===== src/rtl/timer_bank_pkg.sv =====
package timer_bank_pkg;

   localparam int TB_NUM_CH  = 5;
   localparam int TB_NUM_CMP = 4;

   localparam logic [7:0] TB_ADDR_CTL      = 8'h08;
   localparam logic [7:0] TB_ADDR_IRQ      = 8'h44;
   localparam logic [7:0] TB_ADDR_OBS_LAST = 8'h40;

   typedef struct packed {
      logic run;
      logic upd;
      logic inv;
      logic rel;
   } ctl_field_t;

   function automatic logic [7:0] cnt_buf_addr(input int ch);
      return 8'(12 + 12 * ch);
   endfunction

   function automatic logic [7:0] cmp_buf_addr(input int ch);
      return 8'(16 + 12 * ch);
   endfunction

   function automatic logic [7:0] obs_addr(input int ch);
      return (ch == TB_NUM_CH - 1) ? TB_ADDR_OBS_LAST : 8'(20 + 12 * ch);
   endfunction

   function automatic int ctl_base(input int ch);
      return (ch == 0) ? 0 : 4 * (ch + 1);
   endfunction

endpackage


===== src/rtl/timer_ctl_reg.sv =====
module timer_ctl_reg
   import timer_bank_pkg::*;
(
   input  logic                          clk,
   input  logic                          rst_n,
   input  logic                          wr,
   input  logic [31:0]                   wdata,
   output ctl_field_t [TB_NUM_CH-1:0]    fld,
   output logic [31:0]                   rdata
);

   ctl_field_t [TB_NUM_CH-1:0] fld_q;
   logic [TB_NUM_CH-1:0][3:0]  rd_part;

   for (genvar ch = 0; ch < TB_NUM_CH; ch++) begin : g_fld
      localparam int BASE = ctl_base(ch);
      if (ch == TB_NUM_CH - 1) begin : g_last
         always_ff @(posedge clk) begin
            if (!rst_n) begin
               fld_q[ch] <= '0;
            end else if (wr) begin
               fld_q[ch].run <= wdata[BASE];
               fld_q[ch].upd <= wdata[BASE+1];
               fld_q[ch].rel <= wdata[BASE+2];
               fld_q[ch].inv <= 1'b0;
            end
         end
         assign rd_part[ch] = {1'b0, fld_q[ch].rel, fld_q[ch].upd, fld_q[ch].run};
      end else begin : g_std
         always_ff @(posedge clk) begin
            if (!rst_n) begin
               fld_q[ch] <= '0;
            end else if (wr) begin
               fld_q[ch].run <= wdata[BASE];
               fld_q[ch].upd <= wdata[BASE+1];
               fld_q[ch].inv <= wdata[BASE+2];
               fld_q[ch].rel <= wdata[BASE+3];
            end
         end
         assign rd_part[ch] = {fld_q[ch].rel, fld_q[ch].inv, fld_q[ch].upd, fld_q[ch].run};
      end
   end

   always_comb begin
      rdata = '0;
      for (int ch = 0; ch < TB_NUM_CH; ch++) begin
         rdata[ctl_base(ch) +: 4] = rd_part[ch];
      end
   end

   assign fld = fld_q;

   a_r3_last_no_invert: assert property (@(posedge clk) disable iff (!rst_n)
      wr |=> !fld_q[TB_NUM_CH-1].inv);

endmodule


===== src/rtl/timer_chan.sv =====
module timer_chan
   import timer_bank_pkg::*;
#(
   parameter int CNT_W   = 32,
   parameter bit HAS_CMP = 1'b1
) (
   input  logic             clk,
   input  logic             rst_n,
   input  logic             tick,
   input  ctl_field_t       fld,
   input  logic             wr_cnt,
   input  logic             wr_cmp,
   input  logic [CNT_W-1:0] wdata,
   output logic [CNT_W-1:0] cnt_buf,
   output logic [CNT_W-1:0] cmp_buf,
   output logic [CNT_W-1:0] count,
   output logic             zero_evt,
   output logic             wave
);

   logic             expired;
   logic [CNT_W-1:0] cnt_buf_q;
   logic [CNT_W-1:0] count_q;
   logic             active;

   assign active   = fld.run && !fld.upd && tick && !expired;
   assign zero_evt = active && (count_q == '0);

   always_ff @(posedge clk) begin
      if (!rst_n) begin
         cnt_buf_q <= '0;
         count_q   <= '0;
         expired   <= 1'b0;
      end else begin
         if (wr_cnt) cnt_buf_q <= wdata;
         if (fld.upd) begin
            count_q <= cnt_buf_q;
            expired <= 1'b0;
         end else if (active) begin
            if (count_q == '0) begin
               if (fld.rel) count_q <= cnt_buf_q;
               else         expired <= 1'b1;
            end else begin
               count_q <= count_q - 1'b1;
            end
         end
      end
   end

   if (HAS_CMP) begin : g_cmp
      logic [CNT_W-1:0] cmp_buf_q;
      logic [CNT_W-1:0] cmp_act_q;
      always_ff @(posedge clk) begin
         if (!rst_n) begin
            cmp_buf_q <= '0;
            cmp_act_q <= '0;
         end else begin
            if (wr_cmp)  cmp_buf_q <= wdata;
            if (fld.upd) cmp_act_q <= cmp_buf_q;
         end
      end
      assign cmp_buf = cmp_buf_q;
      assign wave    = (count_q <= cmp_act_q) ^ fld.inv;

      a_r4_cmp_load: assert property (@(posedge clk) disable iff (!rst_n)
         fld.upd |=> cmp_act_q == $past(cmp_buf_q));
   end else begin : g_nocmp
      logic unused_cmp;
      assign unused_cmp = wr_cmp ^ fld.inv;
      assign cmp_buf    = '0;
      assign wave       = 1'b0;
   end

   assign cnt_buf = cnt_buf_q;
   assign count   = count_q;

   a_r4_load: assert property (@(posedge clk) disable iff (!rst_n)
      fld.upd |=> count_q == $past(cnt_buf_q));
   a_r5_step: assert property (@(posedge clk) disable iff (!rst_n)
      (fld.run && !fld.upd && tick && !expired && count_q != '0)
      |=> count_q == $past(count_q) - 1'b1);
   a_r5_freeze: assert property (@(posedge clk) disable iff (!rst_n)
      (!fld.upd && (!fld.run || !tick)) |=> $stable(count_q));
   a_r6_reload: assert property (@(posedge clk) disable iff (!rst_n)
      (zero_evt && fld.rel) |=> count_q == $past(cnt_buf_q));
   a_r7_hold: assert property (@(posedge clk) disable iff (!rst_n)
      (expired && !fld.upd) |=> (count_q == '0) && !zero_evt);

endmodule


===== src/rtl/timer_irq_reg.sv =====
module timer_irq_reg #(
   parameter int NUM_CH = 5
) (
   input  logic              clk,
   input  logic              rst_n,
   input  logic              wr,
   input  logic [2*NUM_CH-1:0] wdata,
   input  logic [NUM_CH-1:0] evt,
   output logic [NUM_CH-1:0] en,
   output logic [NUM_CH-1:0] pend,
   output logic [NUM_CH-1:0] irq
);

   always_ff @(posedge clk) begin
      if (!rst_n) begin
         en   <= '0;
         pend <= '0;
      end else begin
         if (wr) en <= wdata[NUM_CH-1:0];
         pend <= evt | (pend & ~(wr ? wdata[2*NUM_CH-1:NUM_CH] : '0));
      end
   end

   assign irq = pend & en;

   for (genvar i = 0; i < NUM_CH; i++) begin : g_chk
      a_r9_set: assert property (@(posedge clk) disable iff (!rst_n)
         evt[i] |=> pend[i]);
      a_r9_clear: assert property (@(posedge clk) disable iff (!rst_n)
         (wr && wdata[NUM_CH+i] && !evt[i]) |=> !pend[i]);
      a_r9_keep: assert property (@(posedge clk) disable iff (!rst_n)
         (!wr && !evt[i]) |=> $stable(pend[i]));
   end

endmodule


===== src/rtl/timer_bank.sv =====
module timer_bank
   import timer_bank_pkg::*;
#(
   parameter int CNT_W  = 32,
   parameter int ADDR_W = 8
) (
   input  logic              clk,
   input  logic              rst_n,
   input  logic              bus_wr,
   input  logic [ADDR_W-1:0] bus_addr,
   input  logic [31:0]       bus_wdata,
   output logic [31:0]       bus_rdata,
   input  logic [4:0]        tick_en,
   output logic [4:0]        irq,
   output logic [3:0]        wave_out
);

   localparam int NCH  = TB_NUM_CH;
   localparam int NCMP = TB_NUM_CMP;

   if (CNT_W < 16 || CNT_W > 32) begin : g_bad_width
      $error("timer_bank: CNT_W must lie in 16..32");
   end
   if (ADDR_W < 7) begin : g_bad_addr
      $error("timer_bank: ADDR_W must be at least 7");
   end

   ctl_field_t [NCH-1:0] fld;
   logic [31:0]          ctl_rd;
   logic [NCH-1:0]       zero_evt;
   logic [NCH-1:0]       irq_en;
   logic [NCH-1:0]       irq_pend;
   logic [NCH-1:0]       wave_all;
   logic [CNT_W-1:0]     cnt_buf [NCH];
   logic [CNT_W-1:0]     cmp_buf [NCH];
   logic [CNT_W-1:0]     count   [NCH];
   logic                 wr_ctl, wr_irq;

   assign wr_ctl = bus_wr && (bus_addr == ADDR_W'(TB_ADDR_CTL));
   assign wr_irq = bus_wr && (bus_addr == ADDR_W'(TB_ADDR_IRQ));

   timer_ctl_reg u_ctl (
      .clk   (clk),
      .rst_n (rst_n),
      .wr    (wr_ctl),
      .wdata (bus_wdata),
      .fld   (fld),
      .rdata (ctl_rd)
   );

   for (genvar ch = 0; ch < NCH; ch++) begin : g_ch
      logic wr_cnt, wr_cmp;
      assign wr_cnt = bus_wr && (bus_addr == ADDR_W'(cnt_buf_addr(ch)));
      assign wr_cmp = (ch < NCMP) && bus_wr && (bus_addr == ADDR_W'(cmp_buf_addr(ch)));

      timer_chan #(
         .CNT_W   (CNT_W),
         .HAS_CMP (ch < NCMP)
      ) u_chan (
         .clk      (clk),
         .rst_n    (rst_n),
         .tick     (tick_en[ch]),
         .fld      (fld[ch]),
         .wr_cnt   (wr_cnt),
         .wr_cmp   (wr_cmp),
         .wdata    (bus_wdata[CNT_W-1:0]),
         .cnt_buf  (cnt_buf[ch]),
         .cmp_buf  (cmp_buf[ch]),
         .count    (count[ch]),
         .zero_evt (zero_evt[ch]),
         .wave     (wave_all[ch])
      );
   end

   timer_irq_reg #(.NUM_CH(NCH)) u_irq (
      .clk   (clk),
      .rst_n (rst_n),
      .wr    (wr_irq),
      .wdata (bus_wdata[2*NCH-1:0]),
      .evt   (zero_evt),
      .en    (irq_en),
      .pend  (irq_pend),
      .irq   (irq)
   );

   assign wave_out = wave_all[NCMP-1:0];

   always_comb begin
      bus_rdata = '0;
      if (bus_addr == ADDR_W'(TB_ADDR_CTL)) bus_rdata = ctl_rd;
      if (bus_addr == ADDR_W'(TB_ADDR_IRQ)) bus_rdata = 32'({irq_pend, irq_en});
      for (int ch = 0; ch < NCH; ch++) begin
         if (bus_addr == ADDR_W'(cnt_buf_addr(ch))) bus_rdata = 32'(cnt_buf[ch]);
         if (ch < NCMP && bus_addr == ADDR_W'(cmp_buf_addr(ch))) bus_rdata = 32'(cmp_buf[ch]);
         if (bus_addr == ADDR_W'(obs_addr(ch))) bus_rdata = 32'(count[ch]);
      end
   end

   a_r9_irq_gate: assert property (@(posedge clk) disable iff (!rst_n)
      wr_irq |=> (irq & ~$past(bus_wdata[NCH-1:0])) == '0);

endmodule


===== config.mk =====
export PLATFORM = sky130hd
export DESIGN_NAME = timer_bank
export DESIGN_NICKNAME = d
export VERILOG_FILES = /design/src/rtl/timer_bank_pkg.sv /design/src/rtl/timer_ctl_reg.sv /design/src/rtl/timer_chan.sv /design/src/rtl/timer_irq_reg.sv /design/src/rtl/timer_bank.sv
export SDC_FILE = /design/constraint.sdc
export NUM_CORES = 2
export LEC_CHECK = 0
export ABC_AREA = 1
export BUFFER_PORTS_ARGS = -buffer_cell sky130_fd_sc_hd__buf_2
export CAP_MARGIN = 0
export CELL_PAD_IN_SITES_DETAIL_PLACEMENT = 0
export CELL_PAD_IN_SITES_GLOBAL_PLACEMENT = 1
export CORE_ASPECT_RATIO = 0.7
export CORE_MARGIN = 8
export CORE_UTILIZATION = 30
export CTS_BUF_LIST = sky130_fd_sc_hd__clkbuf_16
export DETAILED_ROUTE_END_ITERATION = 10
export PLACE_DENSITY = 0.57
export SYNTH_ARGS = -nofsm -noshare
export SYNTH_HDL_FRONTEND = slang
export SYNTH_HIERARCHICAL = 1
export SYNTH_SLANG_ARGS = --single-unit

===== constraint.sdc =====
create_clock -name clk -period 2.9 [get_ports clk]
set_clock_uncertainty 0.1 [all_clocks]
set_input_delay 0.145 -clock clk [delete_from_list [all_inputs] [get_ports clk]]
set_output_delay 0.145 -clock clk [all_outputs]
set_load 0.05 [all_outputs]

---- Yosys cells after proc, flatten, opt, wreduce, memory -nomap -nowiden ----
Index checks and enable logic that the tools add are counted.
storage, ports and cells
  register bits ........................... 610
  bits of input ports ..................... 48
  output and inout bits ................... 41
  word-level logic and storage cells ...... 191
cells by class
  $add $sub $neg .......................... 5
  order comparisons ....................... 4
  eq/ne operators ......................... 21
  multiplexer cells ....................... 37
  bitwise logic cells ..................... 14
  reduce and logical (&&, ||, !) cells .... 66
operator list
  cell                                                                   count
  32-bit 2-to-1 mux                                                      34
  32-bit zero test                                                       5
  32-bit by 1-bit subtractor with 32-bit output, second input constant   5
  32-bit <= comparator                                                   4
  8-bit by 6-bit equality test with 1-bit output, second input constant  8
  23-bit 2-to-1 mux                                                      2
  8-bit by 5-bit equality test with 1-bit output, second input constant  4
  1-bit logical AND                                                      31
  8-bit by 4-bit equality test with 1-bit output, second input constant  2
  8-bit by 7-bit equality test with 1-bit output, second input constant  2
  3-bit inequality test, second input constant                           5
  3-bit AND reduction                                                    5
  5-bit bitwise AND                                                      2
  1-bit zero test                                                        10
  2-bit AND reduction                                                    5
  2-bit nonzero test                                                     5
  2-bit OR reduction                                                     5
  1-bit NOT                                                              6
  5-bit 2-to-1 mux                                                       1
  5-bit NOT                                                              1
  5-bit bitwise OR                                                       1
  1-bit bitwise XOR                                                      4

---- Longest topological paths before layout ----
  depth after elaboration ................. 17
  mapped depth ............................ 17
  mapped depth without buffers ............ 16

---- Modules after synthesis ----
Netlist, hierarchy kept.
modules (own cells, without submodules)
  module                            times used  cells an instance  area each (um^2)  sequential area each (um^2)
  timer_chan at g_ch[0].u_chan ...  4           955                6590.1            2582.5
  timer_bank                        1           975                4326.6            0.0
  timer_chan at g_ch[4].u_chan      1           581                3902.5            1301.2
  timer_ctl_reg                     1           154                1042.2            380.4
  timer_irq_reg                     1           58                 400.4             200.2

---- Least setup slack after synthesis ----
Ideal clock, no wire load.
  path kind ............................... input -> output
  start ................................... input bus_addr[0]
  end ..................................... output bus_rdata[8]
  arrival time ............................ 1.849 ns
  data required time ...................... 2.655 ns
  setup slack ............................. 0.806 ns
  stages .................................. 14
  path buffers ............................ 1
  cell sequence ........................... inv_1 -> nand2_1 -> nor2_4 -> inv_4 -> nor2_8 -> inv_4 -> buf_4 -> or2_0 -> nand2_1 -> nand3_1 -> nand2_1 -> nand3_1 -> nand2_1 -> nand4_1
between the ends
  longest elaborated chain between the ends .. 17
  elaborated cells between the ends (all ways) .. 32
  those cells by class .................... eq/ne (16); mux (16)
RTL lines
  element                                         RTL line          text
  start, declared                                 timer_bank.sv:10  input logic [ADDR_W-1:0] bus_addr,
  8-bit by 4-bit equality test with 1-bit output  timer_bank.sv:90  if (bus_addr == ADDR_W'(TB_ADDR_CTL)) bus_rdata = ctl_rd;
  23-bit 2-to-1 mux                               timer_bank.sv:90
  23-bit 2-to-1 mux                               timer_bank.sv:91  if (bus_addr == ADDR_W'(TB_ADDR_IRQ)) bus_rdata = 32'({irq_pend, irq_en});
  32-bit 2-to-1 mux                               timer_bank.sv:93  if (bus_addr == ADDR_W'(cnt_buf_addr(ch))) bus_rdata = 32'(cnt_buf[ch]);
  32-bit 2-to-1 mux                               timer_bank.sv:94  if (ch < NCMP && bus_addr == ADDR_W'(cmp_buf_addr(ch))) bus_rdata = 32'(cmp_buf[ch]);
  32-bit 2-to-1 mux                               timer_bank.sv:95  if (bus_addr == ADDR_W'(obs_addr(ch))) bus_rdata = 32'(count[ch]);
  32-bit 2-to-1 mux                               timer_bank.sv:93
  32-bit 2-to-1 mux                               timer_bank.sv:94
  32-bit 2-to-1 mux                               timer_bank.sv:95
  32-bit 2-to-1 mux                               timer_bank.sv:93
  32-bit 2-to-1 mux                               timer_bank.sv:94
  32-bit 2-to-1 mux                               timer_bank.sv:95
  32-bit 2-to-1 mux                               timer_bank.sv:93
  32-bit 2-to-1 mux                               timer_bank.sv:94
  32-bit 2-to-1 mux                               timer_bank.sv:95
  32-bit 2-to-1 mux                               timer_bank.sv:93
  32-bit 2-to-1 mux *                             timer_bank.sv:95
  end, declared                                   timer_bank.sv:12  output logic [31:0] bus_rdata,
Every way passes the cells marked *; elsewhere a longest branch is shown, timed or not.

---- Final worst setup path ----
  start ................................... register g_ch[2].u_chan.count_q[22]
  end ..................................... output wave_out[2]
between the ends
  longest elaborated chain between the ends .. 2
RTL lines
  element                 RTL line          text
  start, declared         timer_chan.sv:23  logic [CNT_W-1:0] count_q;
  start signal, assigned  timer_chan.sv:37  count_q <= cnt_buf_q;
  start signal, assigned  timer_chan.sv:41  if (fld.rel) count_q <= cnt_buf_q;
  start signal, assigned  timer_chan.sv:44  count_q <= count_q - 1'b1;
  32-bit <= comparator    timer_chan.sv:63  assign wave = (count_q <= cmp_act_q) ^ fld.inv;
  1-bit bitwise XOR       timer_chan.sv:63
  end, declared           timer_bank.sv:15  output logic [3:0] wave_out
Every way passes these cells.

==> summary by stage <==
Run status
The flow ran to the end, but the final reports show violations. The checks that failed: negative setup slack.

Placed design
The detailed placement HPWL is 138000 um. At the end of routability-driven placement, the weighted congestion stood at 0.962. In this run the cell area measured after placement is slightly below 0.04 mm2. The number of port buffers is 88.

Setup path
The number of cells on the worst reg-to-reg path is 12. The data required time of the worst path is 2650 ps. The arrival time reported for the critical path endpoint is between 2000 and 3000 ps. The register-to-register path setup slack is 160 ps. By startpoint and endpoint, the worst setup path is classified as reg2out. The worst setup path is launched from a flip-flop. STA classifies the critical path endpoint as a primary output. The endpoint of the most critical register-to-register path is g_ch[2].u_chan/count[24].

The maximum net fanout on the critical path is 2. The startpoint of the worst register-to-register path is g_ch[2].u_chan/count[20].

GRT
Summed over all layers, the global routing overflow is 0. The via count of the first global-routing pass is 34188. Entering global routing, the biggest net connects 139 pins. The global-route wire length before repair is 253000 um.

The overall fraction of global-route tracks in use is between 20% and 30%. The initial antenna violation count is 10.

Clock network
The total clock buffers created by CTS is 75. The maximum number of buffers from clock root to sink is 3. Clock latency on the worst-skew pair, taken at its later pin, is 690 ps. The root buffer cell is sky130_fd_sc_hd__clkbuf_16. The post-CTS clock slew at the launch and capture registers of the worst setup and hold paths is roughly 60 ps.

The number of clock sinks is 610. The maximum level of the CTS H-tree is 3. TritonCTS built the clock tree.

Worst hold path
The worst hold path belongs to the class in2reg. The instance count along the most critical hold path is 6. For hold timing, the worst endpoint is g_ch[4].u_chan/expired.

The startpoint identified for the worst hold timing path is tick_en[4].

Drt
The total number of vias is roughly 38000. After detailed routing, the average wire length per cell comes to 24.4 um. The remaining antenna violation count after routing is 0. For this run, design rule violations remaining after detail routing come to 0. For this block, the routed nets add up to 179000 um of wire. In the routed layout, each cell is associated on average with a via count of 5.12. The number of detailed-route iterations in the first pass is 5. The number of design-rule violations left by the first detailed-router iteration is 4217.

Timing
The worst path uses 106% of the clock period. The number of max-slew violations in the final report is 0. The summed negative setup slack over all endpoints is -187 ps. The worst path in the final design needs a cycle of 3080 ps, including I/O delays and setup. Setup violations remaining at the end of the flow were counted as 2.

The hold violation total from the final report is 0. The hold slack is roughly 110 ps. The measured slew at the worst slew-check pin is between 800 and 900 ps. Static timing analysis puts the maximum clock frequency at 0.325 GHz.

The relative max-transition margin is 40.4%. The worst path setup slack after routing is -179 ps. Setup repair after global routing could not meet its margin everywhere.

Floorplanning
The number of primary I/O pins is 89. The starting utilization of the core area is a little under a third. The full die area is around 0.13 mm2.

The floorplan die height is 305 um. The floorplan has 106 rows. The total core area is 0.119 mm2. The die extent in x is around 430 um.

Finish
Summing all non-filler instances in the final layout gives an area of between 0.04 and 0.05 mm2. The fraction of final layout cells sized beyond drive strength 1 is 13.7%. The final layout contains 5906 nets. The area growth from synthesis to final layout is 18.1%.

Power and ir drop
The maximum vdd ir drop is 0.428 mV. The power density over the cells is around 430 mW/mm2. The leakage power is 19.3 nW.

Synthesis
The mapped netlist covers 0.0358 mm2. Synthesis produced a netlist whose cell count is 5552. Each instance of the synthesized netlist takes up on average 6.44 um2. The Yosys step of the flow raised 6 warnings.

Flow run
Across the run, the number of max-cap violations was 0.
layer usage:
layer	GRT usage, %	routed length (um)
met1	41.4	90500
met2	33.2	64300
met3	8.71	20500
met4	5.47	3800
met5	0	34
state kept, by name, indices dropped and copies added, names as in the netlist:
name,flops
g_ch.u_chan/cmp_buf,128
g_ch.u_chan/count,160
u_ctl/fld,19
u_irq/pend,5
u_irq/en,5
g_ch.u_chan/g_cmp.cmp_act_q,128
g_ch.u_chan/cnt_buf,160
g_ch.u_chan/expired,5
placed cells by master (no fill, tap or decap), drive strengths merged, types with 47 or more instances in the layout:
cell type and n:
clkbuf 77, xnor2 47, dfxtp 610, nand2 1263, nand3 273, nor2 1111, ha 138, a21oi 411
buf 338, nand4 112, o21ai 604, inv 546, or2 47
stage by stage:
step           total power, mW  setup WS, ps  std cells  util, %
6_report                  18.4          -179       7337     35.6
2_1_floorplan             8.91           806       5564        -
3_5_place_dp              9.32           177       7165     32.7
3_3_place_gp              9.32           186       7165     32.7
4_1_cts                   18.5         -82.5       7328     35.1
5_1_grt                   18.9          -192       7334     35.5
layout make-up:
type                       count  area (um2)
antenna                        3        7.51
clock buffer                  77        1930
clock inverter                48         314
fill                       13078       76600
inverter                     529        2000
multi-input combinational   4128       20600
sequential                   610       12300
tap                         1566        1960
timing repair buffer         376        3130
where the power goes:
| group | total (mW) | internal (mW) | switching [mW] |
|---|---|---|---|
| combinational | 0.804 | 0.197 | 0.607 |
| clock | 9.15 | 5.05 | 4.11 |
| sequential | 8.40 | 8.39 | 0.0137 |
| total | 18.4 | 13.6 | 4.73 |
critical path: stages, from the launching register on:
cell                      delay, ps
sky130_fd_sc_hd__dfxtp_2        350
sky130_fd_sc_hd__ha_4           280
sky130_fd_sc_hd__nand2_4         60
sky130_fd_sc_hd__nor2_4         110
sky130_fd_sc_hd__nand4_1        380
sky130_fd_sc_hd__nor2_2         240
sky130_fd_sc_hd__buf_4          150
sky130_fd_sc_hd__nand4_1        110
sky130_fd_sc_hd__nand2_1        100
sky130_fd_sc_hd__nand2_1         60
sky130_fd_sc_hd__nand2_2        130
sky130_fd_sc_hd__buf_8          160
repair_timing:
| item | in CTS | in global routing |
|---|---|---|
| pin swaps | 13 | 46 |
| endpoints found under the hold margin | 344 | 0 |
| endpoints found under the setup margin | 7 | 9 |
| resized for setup | 73 | 123 |
| buffers inserted | 0 | 9 |
| hold buffers | 38 | 0 |
how the worst max path moves through the flow:
stage	start	to	slack [ps]	cells past startpoint
after floorplan	bus_addr[0]	bus_rdata[8]	810	14
after global placement	bus_addr[0]	bus_rdata[28]	190	16
after detailed placement	bus_addr[0]	bus_rdata[28]	180	16
after CTS	g_ch[2].u_chan/g_cmp.cmp_act_q[21]	wave_out[2]	-80	12
after global routing	g_ch[2].u_chan/g_cmp.cmp_act_q[23]	wave_out[2]	-190	12
final	g_ch[2].u_chan/count[22]	wave_out[2]	-180	11
Power figures use the tool's default switching activity.
